$ cat src/rtl/fcl_pkg.sv
package fcl_pkg;
  typedef enum logic [1:0] {
    ST_IDLE = 2'd0,
    ST_EST  = 2'd1,
    ST_UPD  = 2'd2
  } fcl_state_e;
endpackage

$ cat src/rtl/fcl_ref_table.sv
module fcl_ref_table #(
  parameter int W    = 16,
  parameter int FRAC = 12,
  parameter int PB   = 6
) (
  input  logic [PB-1:0]         phase,
  output logic signed [W-1:0]   sin_o,
  output logic signed [W-1:0]   cos_o
);
  localparam int N    = 1 << PB;
  localparam int HALF = N / 2;
  localparam int QTR  = N / 4;

  // quarter-wave magnitude from a rational sine approximation
  function automatic int qval(input int j);
    int q;
    q = j * (HALF - j);
    return (16 * (1 << FRAC) * q) / (5 * HALF * HALF - 4 * q);
  endfunction

  logic signed [W-1:0] qtab [QTR+1];
  for (genvar j = 0; j <= QTR; j++) begin : g_tab
    assign qtab[j] = W'(qval(j));
  end

  logic [PB-1:0]       addr [2];
  logic signed [W-1:0] refv [2];
  assign addr[0] = phase;
  assign addr[1] = phase + PB'(QTR);

  for (genvar k = 0; k < 2; k++) begin : g_look
    logic [PB-3:0]       idx;
    logic [PB-2:0]       mir;
    logic signed [W-1:0] mag;
    assign idx     = addr[k][PB-3:0];
    assign mir     = (PB-1)'(QTR) - (PB-1)'(idx);
    assign mag     = addr[k][PB-2] ? qtab[mir] : qtab[idx];
    assign refv[k] = addr[k][PB-1] ? -mag : mag;
  end

  assign sin_o = refv[0];
  assign cos_o = refv[1];
endmodule

$ cat src/rtl/fcl_mul_lanes.sv
module fcl_mul_lanes #(
  parameter int W     = 16,
  parameter int FRAC  = 12,
  parameter int LANES = 2
) (
  input  logic signed [W-1:0] a [LANES],
  input  logic signed [W-1:0] b [LANES],
  output logic signed [W-1:0] p [LANES]
);
  localparam int PW = 2 * W;
  localparam logic signed [PW-1:0] HI = {{(W+1){1'b0}}, {(W-1){1'b1}}};
  localparam logic signed [PW-1:0] LO = {{(W+1){1'b1}}, {(W-1){1'b0}}};

  for (genvar i = 0; i < LANES; i++) begin : g_lane
    logic signed [PW-1:0] full;
    logic signed [PW-1:0] sh;
    assign full = PW'(a[i]) * PW'(b[i]);
    assign sh   = full >>> FRAC;
    always_comb begin
      if (sh > HI)      p[i] = HI[W-1:0];
      else if (sh < LO) p[i] = LO[W-1:0];
      else              p[i] = sh[W-1:0];
    end
  end
endmodule

$ cat src/rtl/fcl_canceller.sv
module fcl_canceller #(
  parameter int W    = 16,
  parameter int FRAC = 12,
  parameter int PB   = 6
) (
  input  logic                clk,
  input  logic                arst_n,
  input  logic                smp_valid,
  input  logic signed [W-1:0] smp_in,
  input  logic signed [W-1:0] step_mu,
  input  logic signed [W-1:0] bias_in,
  output logic signed [W-1:0] est_out,
  output logic signed [W-1:0] err_out,
  output logic                done_out
);
  import fcl_pkg::*;

  function automatic logic signed [W-1:0] sat_sum(input logic signed [W-1:0] x,
                                                  input logic signed [W-1:0] y,
                                                  input logic neg);
    logic signed [W:0] s;
    s = neg ? ((W+1)'(x) - (W+1)'(y)) : ((W+1)'(x) + (W+1)'(y));
    if (s[W] != s[W-1]) return s[W] ? {1'b1, {(W-1){1'b0}}} : {1'b0, {(W-1){1'b1}}};
    return s[W-1:0];
  endfunction

  // reset: asserted at once, released through two flops
  logic [1:0] rsync_q;
  logic       rst_n;
  always_ff @(posedge clk or negedge arst_n) begin
    if (!arst_n) rsync_q <= 2'b00;
    else         rsync_q <= {rsync_q[0], 1'b1};
  end
  assign rst_n = rsync_q[1];

  fcl_state_e          st_q, st_d;
  logic [PB-1:0]       phase_q;
  logic signed [W-1:0] dat_q, mu_q, bias_q;
  logic signed [W-1:0] w1_q, w2_q, est_q, err_q;
  logic                done_q;

  // falling-edge input capture, only while idle
  logic cap_en;
  assign cap_en = smp_valid && (st_q == ST_IDLE);
  always_ff @(negedge clk or negedge rst_n) begin
    if (!rst_n) begin
      dat_q  <= '0;
      mu_q   <= '0;
      bias_q <= '0;
    end else if (cap_en) begin
      dat_q  <= smp_in;
      mu_q   <= step_mu;
      bias_q <= bias_in;
    end
  end

  // references
  logic signed [W-1:0] sin_r, cos_r;
  fcl_ref_table #(.W(W), .FRAC(FRAC), .PB(PB)) u_ref (
    .phase(phase_q), .sin_o(sin_r), .cos_o(cos_r)
  );

  // adaptation gain mu*e from the registered error
  logic signed [W-1:0] g_a [1];
  logic signed [W-1:0] g_b [1];
  logic signed [W-1:0] g_p [1];
  assign g_a[0] = mu_q;
  assign g_b[0] = err_q;
  fcl_mul_lanes #(.W(W), .FRAC(FRAC), .LANES(1)) u_gain (
    .a(g_a), .b(g_b), .p(g_p)
  );

  // shared product pair: weights*refs in EST, gain*refs in UPD
  logic signed [W-1:0] m_a [2];
  logic signed [W-1:0] m_b [2];
  logic signed [W-1:0] m_p [2];
  logic                upd_sel;
  assign upd_sel = (st_q == ST_UPD);
  assign m_a[0]  = upd_sel ? g_p[0] : w1_q;
  assign m_a[1]  = upd_sel ? g_p[0] : w2_q;
  assign m_b[0]  = sin_r;
  assign m_b[1]  = cos_r;
  fcl_mul_lanes #(.W(W), .FRAC(FRAC), .LANES(2)) u_mul (
    .a(m_a), .b(m_b), .p(m_p)
  );

  // shared adder: estimate sum in EST, w1 step in UPD
  logic signed [W-1:0] add_x, add_y, add_s;
  logic signed [W-1:0] corr, err_d, w2_d;
  assign add_x = upd_sel ? w1_q : m_p[0];
  assign add_y = upd_sel ? m_p[0] : m_p[1];
  assign add_s = sat_sum(add_x, add_y, 1'b0);
  assign corr  = sat_sum(dat_q, bias_q, 1'b1);
  assign err_d = sat_sum(corr, add_s, 1'b1);
  assign w2_d  = sat_sum(w2_q, m_p[1], 1'b0);

  // next state
  always_comb begin
    st_d = st_q;
    unique case (st_q)
      ST_IDLE: if (smp_valid) st_d = ST_EST;
      ST_EST:  st_d = ST_UPD;
      ST_UPD:  st_d = ST_IDLE;
      default: st_d = ST_IDLE;
    endcase
  end

  logic est_en, upd_en;
  assign est_en = (st_q == ST_EST);
  assign upd_en = (st_q == ST_UPD);

  always_ff @(posedge clk or negedge rst_n) begin
    if (!rst_n) begin
      st_q    <= ST_IDLE;
      phase_q <= '0;
      w1_q    <= '0;
      w2_q    <= '0;
      est_q   <= '0;
      err_q   <= '0;
      done_q  <= 1'b0;
    end else begin
      st_q   <= st_d;
      done_q <= upd_en;
      if (est_en) begin
        est_q <= add_s;
        err_q <= err_d;
      end
      if (upd_en) begin
        w1_q    <= add_s;
        w2_q    <= w2_d;
        phase_q <= phase_q + 1'b1;
      end
    end
  end

  assign est_out  = est_q;
  assign err_out  = err_q;
  assign done_out = done_q;

  // result strobe lasts a single cycle
  p_done_pulse_r6: assert property (@(posedge clk) disable iff (!rst_n)
    done_q |=> !done_q);

  // phase advances by exactly one with each result
  p_phase_step_r4: assert property (@(posedge clk) disable iff (!rst_n)
    done_q |-> (phase_q == $past(phase_q) + 1'b1));

  // weights move only in the update step
  p_weight_hold_r5: assert property (@(posedge clk) disable iff (!rst_n)
    ($past(st_q) != ST_UPD) |-> ($stable(w1_q) && $stable(w2_q)));

  // estimate and error move only in the estimate step
  p_result_hold_r6: assert property (@(posedge clk) disable iff (!rst_n)
    ($past(st_q) != ST_EST) |-> ($stable(est_q) && $stable(err_q)));

  // captured inputs are frozen while the update runs
  p_inputs_frozen_r7: assert property (@(posedge clk) disable iff (!rst_n)
    (st_q == ST_EST) |=> ($stable(dat_q) && $stable(mu_q) && $stable(bias_q)));

  // the estimate step is entered only from idle
  p_accept_idle_r7: assert property (@(posedge clk) disable iff (!rst_n)
    (st_q == ST_EST) |-> ($past(st_q) == ST_IDLE));
endmodule

$ cat config.mk
export PLATFORM = sky130hd
export DESIGN_NAME = fcl_canceller
export DESIGN_NICKNAME = d
export VERILOG_FILES = /design/src/rtl/fcl_pkg.sv /design/src/rtl/fcl_ref_table.sv /design/src/rtl/fcl_mul_lanes.sv /design/src/rtl/fcl_canceller.sv
export SDC_FILE = /design/constraint.sdc
export NUM_CORES = 2
export LEC_CHECK = 0
export ABC_AREA = 1
export BUFFER_PORTS_ARGS = -buffer_cell sky130_fd_sc_hd__buf_2
export CAP_MARGIN = 30
export CORE_UTILIZATION = 35
export CTS_CLUSTER_SIZE = 14
export DETAILED_ROUTE_END_ITERATION = 6
export SYNTH_ARGS = -nofsm -noshare
export SYNTH_HDL_FRONTEND = slang
export SYNTH_SLANG_ARGS = --single-unit
$ cat constraint.sdc
create_clock -name clk -period 4.55 [get_ports clk]
set_clock_uncertainty 0.1 [all_clocks]
set_input_delay 1.1375 -clock clk [delete_from_list [all_inputs] [get_ports clk]]
set_output_delay 1.1375 -clock clk [all_outputs]
set_load 0.005 [all_outputs]
==> impl_metrics.ini <==
[run_status]
status = complete, but fails checks
violations = setup timing

[routing]
drtIter0Drc = 2056
dr_total_vias = 36200
antenna_left = 0
drc = 0
routed_wl_um = 123000
routedWlPerCell_um = 15.6
first_pass_iters = 7
viasPerCell = 4.62

[critical_path]
critPathKind = flop to flop
reg2reg_slack_ns = -15.00
cp.arrival_ns = 19.82
critPathSlowestCell = fa_1
startpoint_type = flop
crit_cells = 103
worstPathRequired_ns = 4.82
cp_max_fo = 7
cp_common_cell = fa_1
worst-path-buf-inv = 24
ff2ff_path_depth = 103
timing.critical_path.to_type = flop
timing.rr.start = g_a[15]
crit_path_max_incr_delay_ns = 0.60
r2r-end = err_out[12]
crit_family = adder cells

[timing]
setup-violations-final = 64
max_slew.worst_pin.slew_ns = 0.856
slew_headroom_pct = 42.9
final-hold-violation-count = 0
setup_ws_ns = -15.00
rsz0062_at_grt = yes
slew_viol_final = 0

[synth]
syn-num-nets = 6370
ys_types = 62
ys.flop_type = dfrtp_1
synth_seq_cells = 123
synth_area_per_cell_um2 = 7.63
syn-cell-area_mm2 = 0.0398
synth_cells = 5219
synth-async-reset-ratio_pct = 100
synth_seq_area_share_pct = 7.73
yosys_warnings = 0
synth_edf_count = 0

[die]
rows = 123
fp.dieH_um = 339
dieArea_mm2 = 0.115
ioPinCount = 84
chipWidth_um = 339
initial_core_util_pct = 35.3
core-area_mm2 = 0.113

[clock_tree]
cts_made_buffers = 17
clkTransAtPathRegs_ns = 0.07
htree_levels = 4
clock_path_buffers = 2
cts-root-buf = clkbuf_16
cts.sinks = 123
hold_buffers = 0
insertion_delay_ns = 0.47
cts_tree = done

[layout]
fin_cells = 7838
nets = 7476
synthToLayoutAreaGrowth_pct = 37.0
diodes = 0
drive_above_1_share_pct = 30.8

[hold_path]
hold_class = flop to flop
min_path_cells = 0
worstHoldEndpoint = rsync_q[1]
min-delay-start = rsync_q[0]

[run]
cap_violations = 0

[place]
dp.cells = 7635
dpl_worst_slack_ns = -15.60
port_buffers = 83
place_congestion = 0.930
hpwlAfterDp_um = 104000

[global_routing]
grt_max_degree = 66
grt_use_total_pct = 21.8
grt.met2_usage_pct = 36.6
top_usage_layer = met2
use_met3_pct = 1.84
grt_use_met1_pct = 30.3
antenna_found_initial = 1
grt_first_pass_wirelength_um = 201000
grt-ovfl-total = 0
grt_pass1_vias = 38200
[cells in the final DEF, fill, tap and decap left out, drive strengths merged, types with 9 or more instances in the layout]
cell / Yosys / routed
o21bai: 15 / 15
dfrtp: 75 / 75
nor3: 20 / 20
a21oi: 227 / 227
dfrtn: 48 / 48
ha: 311 / 311
a31oi: 11 / 11
nor4: 12 / 12
fa: 789 / 789
o21ai: 175 / 175
nand3: 74 / 74
nor2: 542 / 542
inv: 1326 / 1327
a211oi: 9 / 9
or2: 15 / 15
xnor2: 50 / 50
clkbuf: 125 / 20
nand2: 1217 / 1218
xor2: 91 / 91
buf: 34 / 1242
[logic make-up (layout without fill, tap and decap cells)]
| family | Yosys count | count (layout) | share of synthesized area [%] |
|---|---|---|---|
| AOI/OAI and AO/OA | 470 | 470 | 6.43 |
| other | 1 | 1 | 0.00942 |
| and+or+nand+nor | 1896 | 1897 | 19.0 |
| DFF | 123 | 123 | 7.73 |
| buffers and inverters | 1488 | 2606 | 14.2 |
| xor gates and xnor gates | 141 | 141 | 3.12 |
| adders and majority gates | 1100 | 1100 | 49.4 |
[state kept, by name, indices dropped and copies added (netlist names)]
| name | flops |
|---|---|
| done_out | 1 |
| est_out | 16 |
| dat_q | 16 |
| err_out | 16 |
| w1_q | 16 |
| rsync_q | 2 |
| w2_q | 16 |
| st_q | 2 |
| bias_q | 16 |
| phase_q | 6 |
| g_a | 16 |
[per-layer routing]
layer | share of wire (%) | up-vias
met5 | 0.011 | -
met4 | 2.6 | 2
met3 | 4.3 | 151
met2 | 48 | 830
met1 | 45 | 17800
li1 | - | 17500
[layout make-up]
| class | instances | area (um^2) |
|---|---|---|
| multi-input combinational | 3609 | 33900 |
| clock buffer | 18 | 429 |
| clock inverter | 14 | 208 |
| timing repair buffer | 1244 | 9960 |
| sequential | 123 | 3080 |
| tap | 1500 | 1880 |
| fill | 10900 | 58100 |
| timing repair inverter | 1 | 6.26 |
| inverter | 1329 | 5090 |
[how the worst max path moves through the flow]
stage | from | to | slack (ns)
6_report | g_a[15] | err_out[12] | -15.00
5_1_grt | g_a[15] | err_out[14] | -15.87
4_1_cts | g_a[15] | err_out[0] | -14.62
3_5_place_dp | g_a[15] | err_out[12] | -15.60
3_3_place_gp | g_a[15] | err_out[1] | -15.48
2_1_floorplan | g_a[15] | err_out[10] | -14.06
[worst reg2reg max path: cells and delay by family (launching register included)]
kind	cells	cell delay (ns)
fa+ha+maj	17	7.80
compound gates	25	3.26
simple gates	35	3.12
buf+inv	24	2.07
flops	1	0.47
xor+xnor	2	0.36
[cell usage after synthesis, drive strengths merged (3+ instances only)]
master	count	share of area [%]
o22ai	4	0.063
o21bai	15	0.28
fa	789	40
buf	34	0.51
a21o	5	0.094
o211ai	3	0.057
nor2	542	5.2
clkbuf	125	1.2
clkinv	3	0.028
nand3	74	1.1
o21ai	175	2.3
o21a	6	0.11
a211oi	9	0.17
and3b	3	0.066
dfrtp	75	4.7
nand2	1217	12
or2	15	0.24
a31oi	11	0.17
inv	1326	13
dfrtn	48	3.0
xnor2	50	1.1
xor2	91	2.0
nor3	20	0.25
nand3b	3	0.066
ha	311	9.8
a21oi	227	2.9
and3	3	0.047
o31ai	3	0.057
nor4	12	0.19
[stage by stage]
step	hold WS, ns	utilization (%)	TNS, ns	area (um^2)
after floorplan	0.231	-	-843.98	40700
after global placement	0.239	44.5	-872.97	50200
after global routing	0.254	48.4	-892.99	54500
final	0.248	48.4	-845.72	54500
after detailed placement	0.238	44.5	-879.61	50200
after CTS	0.248	46.7	-829.33	52600
[what timing repair did]
action | CTS | global route
cloned | 2 | 3
gates resized for setup | 254 | 396
pin swaps | 102 | 181
buffers inserted | 101 | 74
endpoints found under the setup margin | 64 | 64
endpoints found under the hold margin | 0 | 0
Power is left out: the tool's default activity adds up to more than one toggle a clock period on the data nets, which glitch-free logic cannot reach.
